$ cat src/rtl/wdt_pkg.sv
// Package: shared register indices, frame offsets and the read multiplexer
// of the two-stage watchdog. Assumes 32-bit bus words and a 64-bit count.
package wdt_pkg;

    localparam int WORD_W = 32;
    localparam int CNT_W  = 64;

    // Byte offsets within a frame; the stage flag positions are decoded by software.
    localparam int OFS_CTRL    = 'h000;
    localparam int OFS_OFFSET  = 'h008;
    localparam int OFS_CMP_LO  = 'h010;
    localparam int OFS_CMP_HI  = 'h014;
    localparam int OFS_IFACEID = 'hFCC;
    localparam int OFS_BLOCKID = 'hFD0;
    localparam int OFS_KICK    = 'h000;

    localparam int BIT_EN  = 0;
    localparam int BIT_ST1 = 1;
    localparam int BIT_ST2 = 2;

    typedef enum logic [2:0] {
        RG_NONE,
        RG_CTRL,
        RG_OFFSET,
        RG_CMP_LO,
        RG_CMP_HI,
        RG_IFACEID,
        RG_BLOCKID,
        RG_KICK
    } reg_e;

    // Purpose: map a decoded register to its read word.
    function automatic logic [WORD_W-1:0] read_word(
        input reg_e               sel,
        input logic               en,
        input logic               st1,
        input logic               st2,
        input logic [WORD_W-1:0]  offset,
        input logic [CNT_W-1:0]   cmp,
        input logic [WORD_W-1:0]  iface_id,
        input logic [WORD_W-1:0]  block_id
    );
        logic [WORD_W-1:0] w;
        w = '0;
        case (sel)
            RG_CTRL: begin
                w[BIT_EN]  = en;
                w[BIT_ST1] = st1;
                w[BIT_ST2] = st2;
            end
            RG_OFFSET:  w = offset;
            RG_CMP_LO:  w = cmp[WORD_W-1:0];
            RG_CMP_HI:  w = cmp[CNT_W-1:WORD_W];
            RG_IFACEID: w = iface_id;
            RG_BLOCKID: w = block_id;
            default:    w = '0;
        endcase
        return w;
    endfunction

endpackage

$ cat src/rtl/wdt_frame_decode.sv
// Module: address decoder for one register frame. CTRL_FRAME selects the
// control-frame map or the refresh-frame map. Purely combinational; assumes
// the bus holds sel/wr/addr stable around the sampling edge.
module wdt_frame_decode
    import wdt_pkg::*;
#(
    parameter int AW         = 12,
    parameter bit CTRL_FRAME = 1'b1
) (
    input  logic          sel,
    input  logic          wr,
    input  logic [AW-1:0] addr,
    output reg_e          rd_reg,
    output reg_e          wr_reg
);

    reg_e hit;

    generate
        if (CTRL_FRAME) begin : g_ctrl
            // Purpose: decode the control-frame register map.
            always_comb begin
                hit = RG_NONE;
                if      (addr == AW'(OFS_CTRL))    hit = RG_CTRL;
                else if (addr == AW'(OFS_OFFSET))  hit = RG_OFFSET;
                else if (addr == AW'(OFS_CMP_LO))  hit = RG_CMP_LO;
                else if (addr == AW'(OFS_CMP_HI))  hit = RG_CMP_HI;
                else if (addr == AW'(OFS_IFACEID)) hit = RG_IFACEID;
                else if (addr == AW'(OFS_BLOCKID)) hit = RG_BLOCKID;
            end
        end else begin : g_kick
            // Purpose: decode the refresh-frame register map.
            always_comb begin
                hit = RG_NONE;
                if      (addr == AW'(OFS_KICK))    hit = RG_KICK;
                else if (addr == AW'(OFS_IFACEID)) hit = RG_IFACEID;
                else if (addr == AW'(OFS_BLOCKID)) hit = RG_BLOCKID;
            end
        end
    endgenerate

    // Purpose: qualify the hit by access direction.
    always_comb begin
        rd_reg = (sel && !wr) ? hit : RG_NONE;
        wr_reg = (sel &&  wr) ? hit : RG_NONE;
    end

endmodule

$ cat src/rtl/wdt_timer_core.sv
// Module: watchdog state. Holds the enable, offset, compare value and the two
// stage flags, and runs the refresh, compare and reload logic against the
// external count. Assumes at most one write from the control frame per cycle;
// a refresh outranks a direct compare write and the timer's own reload.
module wdt_timer_core #(
    parameter int CW = 64,
    parameter int DW = 32
) (
    input  logic          clk,
    input  logic          rst_n,
    input  logic [CW-1:0] cnt,
    input  logic          kick,
    input  logic          ctrl_wr,
    input  logic          off_wr,
    input  logic          cmp_lo_wr,
    input  logic          cmp_hi_wr,
    input  logic [DW-1:0] wdata,
    output logic          en,
    output logic          st1,
    output logic          st2,
    output logic [DW-1:0] offset,
    output logic [CW-1:0] cmp
);

    logic          refresh;
    logic [DW-1:0] off_eff;
    logic [CW-1:0] deadline;
    logic          expired;

    // Purpose: gather refresh sources and the offset in force this cycle.
    always_comb begin
        refresh  = kick | ctrl_wr | off_wr;
        off_eff  = off_wr ? wdata : offset;
        deadline = cnt + {{(CW-DW){1'b0}}, off_eff};
        expired  = en && (cnt >= cmp);
    end

    // Purpose: enable and offset registers.
    always_ff @(posedge clk) begin
        if (!rst_n) begin
            en     <= 1'b0;
            offset <= '0;
        end else begin
            if (ctrl_wr) en <= wdata[0];
            if (off_wr)  offset <= wdata;
        end
    end

    // Purpose: stage flags and compare value, refresh first, then timeout.
    always_ff @(posedge clk) begin
        if (!rst_n) begin
            st1 <= 1'b0;
            st2 <= 1'b0;
            cmp <= '0;
        end else if (refresh) begin
            st1 <= 1'b0;
            st2 <= 1'b0;
            cmp <= deadline;
        end else begin
            if (cmp_lo_wr) cmp[DW-1:0]  <= wdata;
            if (cmp_hi_wr) cmp[CW-1:DW] <= wdata[CW-DW-1:0];
            if (!en) begin
                st1 <= 1'b0;
                st2 <= 1'b0;
            end else if (expired) begin
                if (!st1) begin
                    st1 <= 1'b1;
                    if (!cmp_lo_wr && !cmp_hi_wr) cmp <= deadline;
                end else begin
                    st2 <= 1'b1;
                end
            end
        end
    end

    AST_REFRESH_CLEARS: assert property (@(posedge clk) disable iff (!rst_n)
        refresh |=> (!st1 && !st2));

    AST_REFRESH_LOADS: assert property (@(posedge clk) disable iff (!rst_n)
        (refresh && !off_wr) |=> (cmp == $past(cnt + {{(CW-DW){1'b0}}, offset})));

    AST_FIRST_STAGE: assert property (@(posedge clk) disable iff (!rst_n)
        (en && !refresh && !st1 && (cnt >= cmp)) |=> st1);

    AST_SECOND_STAGE: assert property (@(posedge clk) disable iff (!rst_n)
        (en && !refresh && st1 && (cnt >= cmp)) |=> st2);

    AST_STAGE_ORDER: assert property (@(posedge clk) disable iff (!rst_n)
        st2 |-> st1);

    AST_IDLE_QUIET: assert property (@(posedge clk) disable iff (!rst_n)
        !en |-> (!st1 && !st2));

    AST_IDLE_HOLD: assert property (@(posedge clk) disable iff (!rst_n)
        (!en && !refresh && !cmp_lo_wr && !cmp_hi_wr) |=> $stable(cmp));

endmodule

$ cat src/rtl/wdog_twostage.sv
// Module: top of the two-stage watchdog. Two bus ports, one per frame, feed
// the decoders; the core keeps state; reads are combinational. Assumes the
// system count is synchronous to clk.
module wdog_twostage
    import wdt_pkg::*;
#(
    parameter int          AW       = 12,
    parameter logic [31:0] IFACE_ID = 32'h0A5D_0001,
    parameter logic [31:0] BLOCK_ID = 32'h0000_3E71
) (
    input  logic          clk,
    input  logic          rst_n,
    input  logic [63:0]   sys_cnt,
    input  logic          rf_sel,
    input  logic          rf_wr,
    input  logic [AW-1:0] rf_addr,
    output logic [31:0]   rf_rdata,
    input  logic          cf_sel,
    input  logic          cf_wr,
    input  logic [AW-1:0] cf_addr,
    input  logic [31:0]   cf_wdata,
    output logic [31:0]   cf_rdata,
    output logic          stage1_o,
    output logic          stage2_o
);

    reg_e          rf_rd, rf_wrr, cf_rd, cf_wrr;
    logic          en, st1, st2;
    logic [31:0]   offset;
    logic [63:0]   cmp;

    wdt_frame_decode #(.AW(AW), .CTRL_FRAME(1'b0)) u_kick_dec (
        .sel(rf_sel), .wr(rf_wr), .addr(rf_addr),
        .rd_reg(rf_rd), .wr_reg(rf_wrr)
    );

    wdt_frame_decode #(.AW(AW), .CTRL_FRAME(1'b1)) u_ctrl_dec (
        .sel(cf_sel), .wr(cf_wr), .addr(cf_addr),
        .rd_reg(cf_rd), .wr_reg(cf_wrr)
    );

    wdt_timer_core #(.CW(CNT_W), .DW(WORD_W)) u_core (
        .clk       (clk),
        .rst_n     (rst_n),
        .cnt       (sys_cnt),
        .kick      (rf_wrr == RG_KICK),
        .ctrl_wr   (cf_wrr == RG_CTRL),
        .off_wr    (cf_wrr == RG_OFFSET),
        .cmp_lo_wr (cf_wrr == RG_CMP_LO),
        .cmp_hi_wr (cf_wrr == RG_CMP_HI),
        .wdata     (cf_wdata),
        .en        (en),
        .st1       (st1),
        .st2       (st2),
        .offset    (offset),
        .cmp       (cmp)
    );

    // Purpose: read data for both frames and the stage outputs.
    always_comb begin
        rf_rdata = read_word(rf_rd, en, st1, st2, offset, cmp, IFACE_ID, BLOCK_ID);
        cf_rdata = read_word(cf_rd, en, st1, st2, offset, cmp, IFACE_ID, BLOCK_ID);
        stage1_o = st1;
        stage2_o = st2;
    end

    AST_ID_FIXED: assert property (@(posedge clk) disable iff (!rst_n)
        (cf_rd == RG_BLOCKID) |-> (cf_rdata == BLOCK_ID));

endmodule

$ cat config.mk
export PLATFORM = sky130hd
export DESIGN_NAME = wdog_twostage
export DESIGN_NICKNAME = d
export VERILOG_FILES = /design/src/rtl/wdt_pkg.sv /design/src/rtl/wdt_frame_decode.sv /design/src/rtl/wdt_timer_core.sv /design/src/rtl/wdog_twostage.sv
export SDC_FILE = /design/constraint.sdc
export NUM_CORES = 1
export LEC_CHECK = 0
export BUFFER_PORTS_ARGS = -buffer_cell sky130_fd_sc_hd__buf_2
export CAP_MARGIN = 20
export CORE_MARGIN = 2
export CORE_UTILIZATION = 40
export DETAILED_ROUTE_END_ITERATION = 8
export HOLD_SLACK_MARGIN = 0.15
export PLACE_DENSITY_LB_ADDON = 0.15
export SLEW_MARGIN = 20
export SYNTH_ARGS = -nofsm -noshare
export SYNTH_HDL_FRONTEND = slang
export SYNTH_SLANG_ARGS = --single-unit
export TNS_END_PERCENT = 5
$ cat constraint.sdc
create_clock -name clk -period 6.3 [get_ports clk]
set_input_delay 0.63 -clock clk [delete_from_list [all_inputs] [get_ports clk]]
set_output_delay 0.63 -clock clk [all_outputs]
set_load 0.01 [all_outputs]
## After elaboration in Yosys (flattened, before gate mapping)

Index checks and enable logic that the tools add are counted.

- Add/subtract/negate cells: 1
- Order comparisons: 1
- Eq/ne operators: 24
- Muxes and demuxes: 25
- Bitwise logic cells: 4
- Reductions and logical operators: 16

Operators with widths:

| cell | count |
|---|---|
| $mux W64 | 5 |
| $pmux W29 S5 | 2 |
| $mux W32 | 3 |
| $add A64 B32 Y64 | 1 |
| $ge A64 B64 Y1 | 1 |
| $eq A12 B12 Y1 const B | 4 |
| $mux W3 | 13 |
| $pmux W3 S5 | 2 |
| $eq A12 B5 Y1 const B | 2 |
| $eq A3 B3 Y1 const B | 8 |
| $logic_not A12 Y1 | 2 |
| $eq A3 B2 Y1 const B | 6 |
| $eq A12 B4 Y1 const B | 1 |
| $eq A3 B1 Y1 const B | 3 |
| $logic_and A1 B1 Y1 | 6 |
| $logic_not A1 Y1 | 4 |
| $reduce_or A2 Y1 | 2 |
| $reduce_or A3 Y1 | 1 |
| $not A1 Y1 | 2 |
| $or A1 B1 Y1 | 2 |
| $reduce_and A2 Y1 | 1 |

- Register bits: 99
- Bits of input ports: 126
- Output and inout port bits: 66
- Logic and storage cells: 76

## Longest topological paths before layout

- Word-level depth: 16
- Depth in mapped cells: 19
- Gate-level depth less buffers: 16

## By module

From an unflattened synthesis, not the netlist that was laid out.

- Cells, all modules: 1,352
- Area total of the unflattened synthesis: 10,311.1 um^2

Modules (own cells, without submodules):

| module | instances | cells an instance | area an instance (um^2) | seq. area each (um^2) |
|---|---|---|---|---|
| wdt_timer_core | 1 | 1,051 | 8,424.3 | 1,981.9 |
| wdog_twostage | 1 | 258 | 1,600.3 | 0.0 |
| wdt_frame_decode at u_ctrl_dec | 1 | 22 | 157.7 | 0.0 |
| wdt_frame_decode at u_kick_dec | 1 | 21 | 128.9 | 0.0 |

## Worst setup path before layout

Ideal clock, no wire load.

- Path kind: input to register
- Start: input cf_addr[9]
- End: register u_core.cmp[38]
- Library setup time: 0.116 ns
- Arrival time: 4.579 ns
- Required time: 6.184 ns
- Slack: 1.605 ns
- Stages: 19
- Path buffers: 3
- Cell sequence: or4_4 > nor4_2 > o21ai_1 > clkbuf_1 > nand2_1 > buf_2 > mux2_2 > ha_1 > inv_1 > fa_1 > nand2b_1 > a21oi_1 > o22a_1 > o211ai_2 > o211a_1 > buf_2 > nor4_1 > xor2_1 > o211a_1

- Longest elaborated chain between the ends: 16
- Elaborated cells between the ends (all ways): 30
- Those cells by class: add/sub (1); eq/ne (9); mux (14); bitwise (2); reduce/logical (4)

RTL lines:

| what | line | text |
|---|---|---|
| start, declared | wdog_twostage.sv:20 | `input logic [AW-1:0] cf_addr,` |
| $eq A12 B12 Y1 | wdt_frame_decode.sv:29 | `else if (addr == AW'(OFS_BLOCKID)) hit = RG_BLOCKID;` |
| $mux W3 | wdt_frame_decode.sv:29 |  |
| $mux W3 | wdt_frame_decode.sv:28 | `else if (addr == AW'(OFS_IFACEID)) hit = RG_IFACEID;` |
| $mux W3 | wdt_frame_decode.sv:27 | `else if (addr == AW'(OFS_CMP_HI)) hit = RG_CMP_HI;` |
| $mux W3 | wdt_frame_decode.sv:26 | `else if (addr == AW'(OFS_CMP_LO)) hit = RG_CMP_LO;` |
| $mux W3 | wdt_frame_decode.sv:25 | `else if (addr == AW'(OFS_OFFSET)) hit = RG_OFFSET;` |
| $mux W3 (*) | wdt_frame_decode.sv:24 | `if (addr == AW'(OFS_CTRL)) hit = RG_CTRL;` |
| $mux W3 (*) | wdt_frame_decode.sv:45 | `wr_reg = (sel && wr) ? hit : RG_NONE;` |
| $eq A3 B2 Y1 (*) | wdog_twostage.sv:48 | `.off_wr (cf_wrr == RG_OFFSET),` |
| $mux W32 (*) | -- |  |
| via u_core.off_eff[0] | wdt_timer_core.sv:26 | `logic [DW-1:0] off_eff;` |
| $add A64 B32 Y64 (*) | wdt_timer_core.sv:34 | `deadline = cnt + {{(CW-DW){1'b0}}, off_eff};` |
| $mux W64 | wdt_timer_core.sv:68 | `if (!cmp_lo_wr && !cmp_hi_wr) cmp <= deadline;` |
| $mux W64 | wdt_timer_core.sv:66 | `if (!st1) begin` |
| $mux W64 | wdt_timer_core.sv:65 | `end else if (expired) begin` |
| $mux W64 | wdt_timer_core.sv:62 | `if (!en) begin` |
| $mux W64 (*) | wdt_timer_core.sv:55 | `end else if (refresh) begin` |
| end signal, assigned | wdt_timer_core.sv:58 | `cmp <= deadline;` |
| end signal, assigned by index | wdt_timer_core.sv:61 | `if (cmp_hi_wr) cmp[CW-1:DW] <= wdata[CW-DW-1:0];` |
| end signal, assigned | wdt_timer_core.sv:68 |  |
| end, declared | wdt_timer_core.sv:22 | `output logic [CW-1:0] cmp` |

Mark *: on every way through the listed nets, which the timed path passes. The rest lies on a longest branch.
A chain may end at the register's enable or synchronous reset.

## Worst setup path in the final report

- Start: input cf_addr[5]
- End: register u_core.cmp[56]

The elaborated chain is that of the path after synthesis.

==> run summary <==
chip height - 161 um
Yosys warnings - 0
layout cell share with drive strength beyond 1 - 19.6%
first drt pass iteration count - 5
Synth Instances - 1,227
Port Buffer Count - 175
wire per inst - 19.9 um
utilization after layout - 45.9%
status - completed
DRT Wirelength - 33,500 um
Setup Buffers After CTS - 0
share of the synthesized area in the top cell type - 20.1%
total power - 0.00146 W
Synth area leaders - dfxtp_1 (20%), ha_1 (12%), mux2i_1 (6.9%)
area of the multi-input gates - 7180 sq um
antenna violations before repair - 0
Final GP Congestion - 0.852
Netlist Area Pre-Place - 9870 sq um
GR Overflow Total - 0
Final Max Tran Viols - 0
sequential-to-total area share from yosys stat - 20.1%
Max-slew headroom - 27.0%
HPWL after detailed placement - 25,200 um
CP most frequent cell - o211a_1
cell depth of the worst flop-to-flop path - 10
Residual DRC - 0
TritonCTS clock tree - built
IO Count - 192
Clock Pin Slew Worst Setup and Hold Paths - 0.07 ns
Layout Nets - 1,575
Post-synth ARST share - 0%
first-pass GRT wire length - 51,900 um
initial core utilization - 40.7%
FP Rows - 57
maximum vdd drop - 0.000112 V
Worst path max stage delay - 0.61 ns
Power Density - 131 nW/um^2
worst path required time - 6.55 ns
crit path capture type - register
Final period util - 79.8%
Post-CTS Hold Buffers - 0
WS Path Type - in2reg
setup TNS - 0 ns
largest net degree at the start of global routing - 66
Hold Crit Depth - 2
leakage - 5.53 nW
distinct cell type count after synthesis - 79
die area - 26,000 sq um
Fin. Hold Viols - 0
most common cell in the netlist - dfxtp_1
cts repair resizes - 0
max-cap violations - 0
Max Freq - 199 MHz
Tmin final - 5.03 ns
GR Util All Layers - 25.4%
number of routed nets with antenna violations - 0
Core Area - 24,200 sq um
crit-path cells - buf_2 > or4b_1 > nor2_1 > and3_1 > nand2_1 > buf_12 > mux2_2 > ha_1 > inv_1 > fa_1 > nand2b_1 > a21oi_1 > o22a_1 > o211ai_2 > o211a_1 > nor4b_1 > xor2_1 > o211a_1
synth cell count leaders - dfxtp_1 (99), ha_1 (96), nand2_1 (83)
Worst Tran Pin Value - 1.09 ns
CP Launch Type - primary input
Clk Latency, worst-skew pair - 0.37 ns
die width - 161 um
area leader, netlist - dfxtp_1
vias in the first global route - 9,118
min-delay worst type - reg2reg
flip-flop and latch area - 1980 sq um
Max H-tree Level - 3
Crit-path slowest cell - or4b_1
Setup Skew - 0.00978 ns
Max clock buf depth - 2
CTS Sinks - 99
clock buffer count from CTS - 9
synthesized flop and latch total - 99
RSZ-0062 raised after global routing - false
Vias - 9,596
area added between synthesis and finish - 12.8%
DRT iter0 DRCs - 644
via density per instance - 5.71
CTS root buf - clkbuf_16
Avg Cell Area, Syn - 8.05 sq um
main flop type after synthesis - dfxtp_1
final setup vio count - 0
Post-synth EDFFs - 0
Worst EP arrival - 5.28 ns
critical path fanouts, max - 32
Fill cells - 2,544
==> logic make-up (layout without fill, tap and decap cells) <==
logic type	Yosys count	after routing	synth area share, %
multiplexers	99	99	10.4
other	1	17	0.0380
flip-flops	99	99	20.1
XOR/XNOR	60	60	5.32
adder cells (fa/ha/maj)	97	97	12.4
AO/OA/AOI/OAI	364	364	25.2
AND/OR/NAND/NOR	346	346	18.6
buffers and inverters	161	276	8.03
==> layer usage <==
| metal | vias to the layer above | wire length [um] | global-route usage, % |
|---|---|---|---|
| met5 | - | 0 | 0 |
| met3 | 37 | 1910 | 3.42 |
| met1 | 4517 | 15600 | 34.8 |
| li1 | 4706 | - | - |
| met4 | 0 | 675 | 6.25 |
| met2 | 336 | 15300 | 42.3 |
==> worst max-delay path: cells and delay by family <==
family,cells,cell delay [ns]
AO/OA/AOI/OAI,5,1.53
adder cells (fa/ha/maj),2,0.58
AND/OR/NAND/NOR,6,1.77
multiplexers,1,0.26
XOR/XNOR,1,0.12
buffers and inverters,3,0.37
==> state kept, by name, indices dropped and copies added (netlist names) <==
name / flops
u_core.cmp: 64
u_core.en: 1
u_core.offset: 32
u_core.st1: 1
u_core.st2: 1
==> layout by cell type (no fill, tap or decap), types with 7 or more instances in the layout <==
cell	instances
buf_2	175
dfxtp_1	99
ha_1	96
nand2_1	83
a21oi_1	82
inv_1	75
nor2_1	71
mux2i_1	68
o21ai_1	61
o211a_1	59
o21ai_0	49
xor2_1	44
and2_1	35
mux2_2	31
nor3_1	26
a21o_1	24
nand4_1	22
nor4_1	19
o211ai_1	18
nand3_1	18
xnor2_1	16
conb_1	16
o21a_1	12
nand2b_1	10
and3_1	10
a211oi_1	10
clkbuf_16	9
buf_4	7
==> per-stage QoR <==
stage / std cells / hold WS (ns) / cell area [sq um] / setup slack, ns
global route: 1681 / 0.528 / 11100 / 1.05
global placement: 1665 / 0.503 / 10800 / 1.02
finish: 1682 / 0.512 / 11100 / 1.27
floorplan: 1242 / 0.464 / 9930 / 1.61
CTS: 1681 / 0.510 / 11100 / 1.33
detailed placement: 1665 / 0.500 / 10800 / 0.965
==> layout make-up <==
| type | count | area share [%] |
|---|---|---|
| multi-input combinational | 982 | 64.4 |
| clock buffer | 9 | 2.02 |
| tap | 324 | 3.64 |
| clock inverter | 7 | 0.685 |
| sequential | 99 | 17.8 |
| inverter | 75 | 2.53 |
| antenna | 1 | 0.0225 |
| timing repair buffer | 185 | 8.87 |
==> path summary, 6_finish.rpt <==
check | startpoint | to | slack (ns)
setup reg to reg | u_core.cmp[0]$_SDFF_PN0_ | u_core.cmp[51]$_SDFF_PN0_ | 2.25
hold / removal | u_core.en$_SDFFE_PN0P_ | u_core.st1$_SDFFE_PP0P_ | 0.51
hold reg to reg | u_core.en$_SDFFE_PN0P_ | u_core.st1$_SDFFE_PP0P_ | 0.51
setup / recovery | cf_addr[5] | u_core.cmp[56]$_SDFF_PN0_ | 1.27
==> power breakdown <==
part / switching (W) / leakage [nW] / total [W] / internal [W]
logic: 0.000150 / 4.59 / 0.000238 / 0.0000883
clock network: 0.000288 / 0.142 / 0.000599 / 0.000311
registers: 0.000000117 / 0.797 / 0.000625 / 0.000625
total: 0.000438 / 5.53 / 0.00146 / 0.00102
Power figures use the tool's default switching activity.
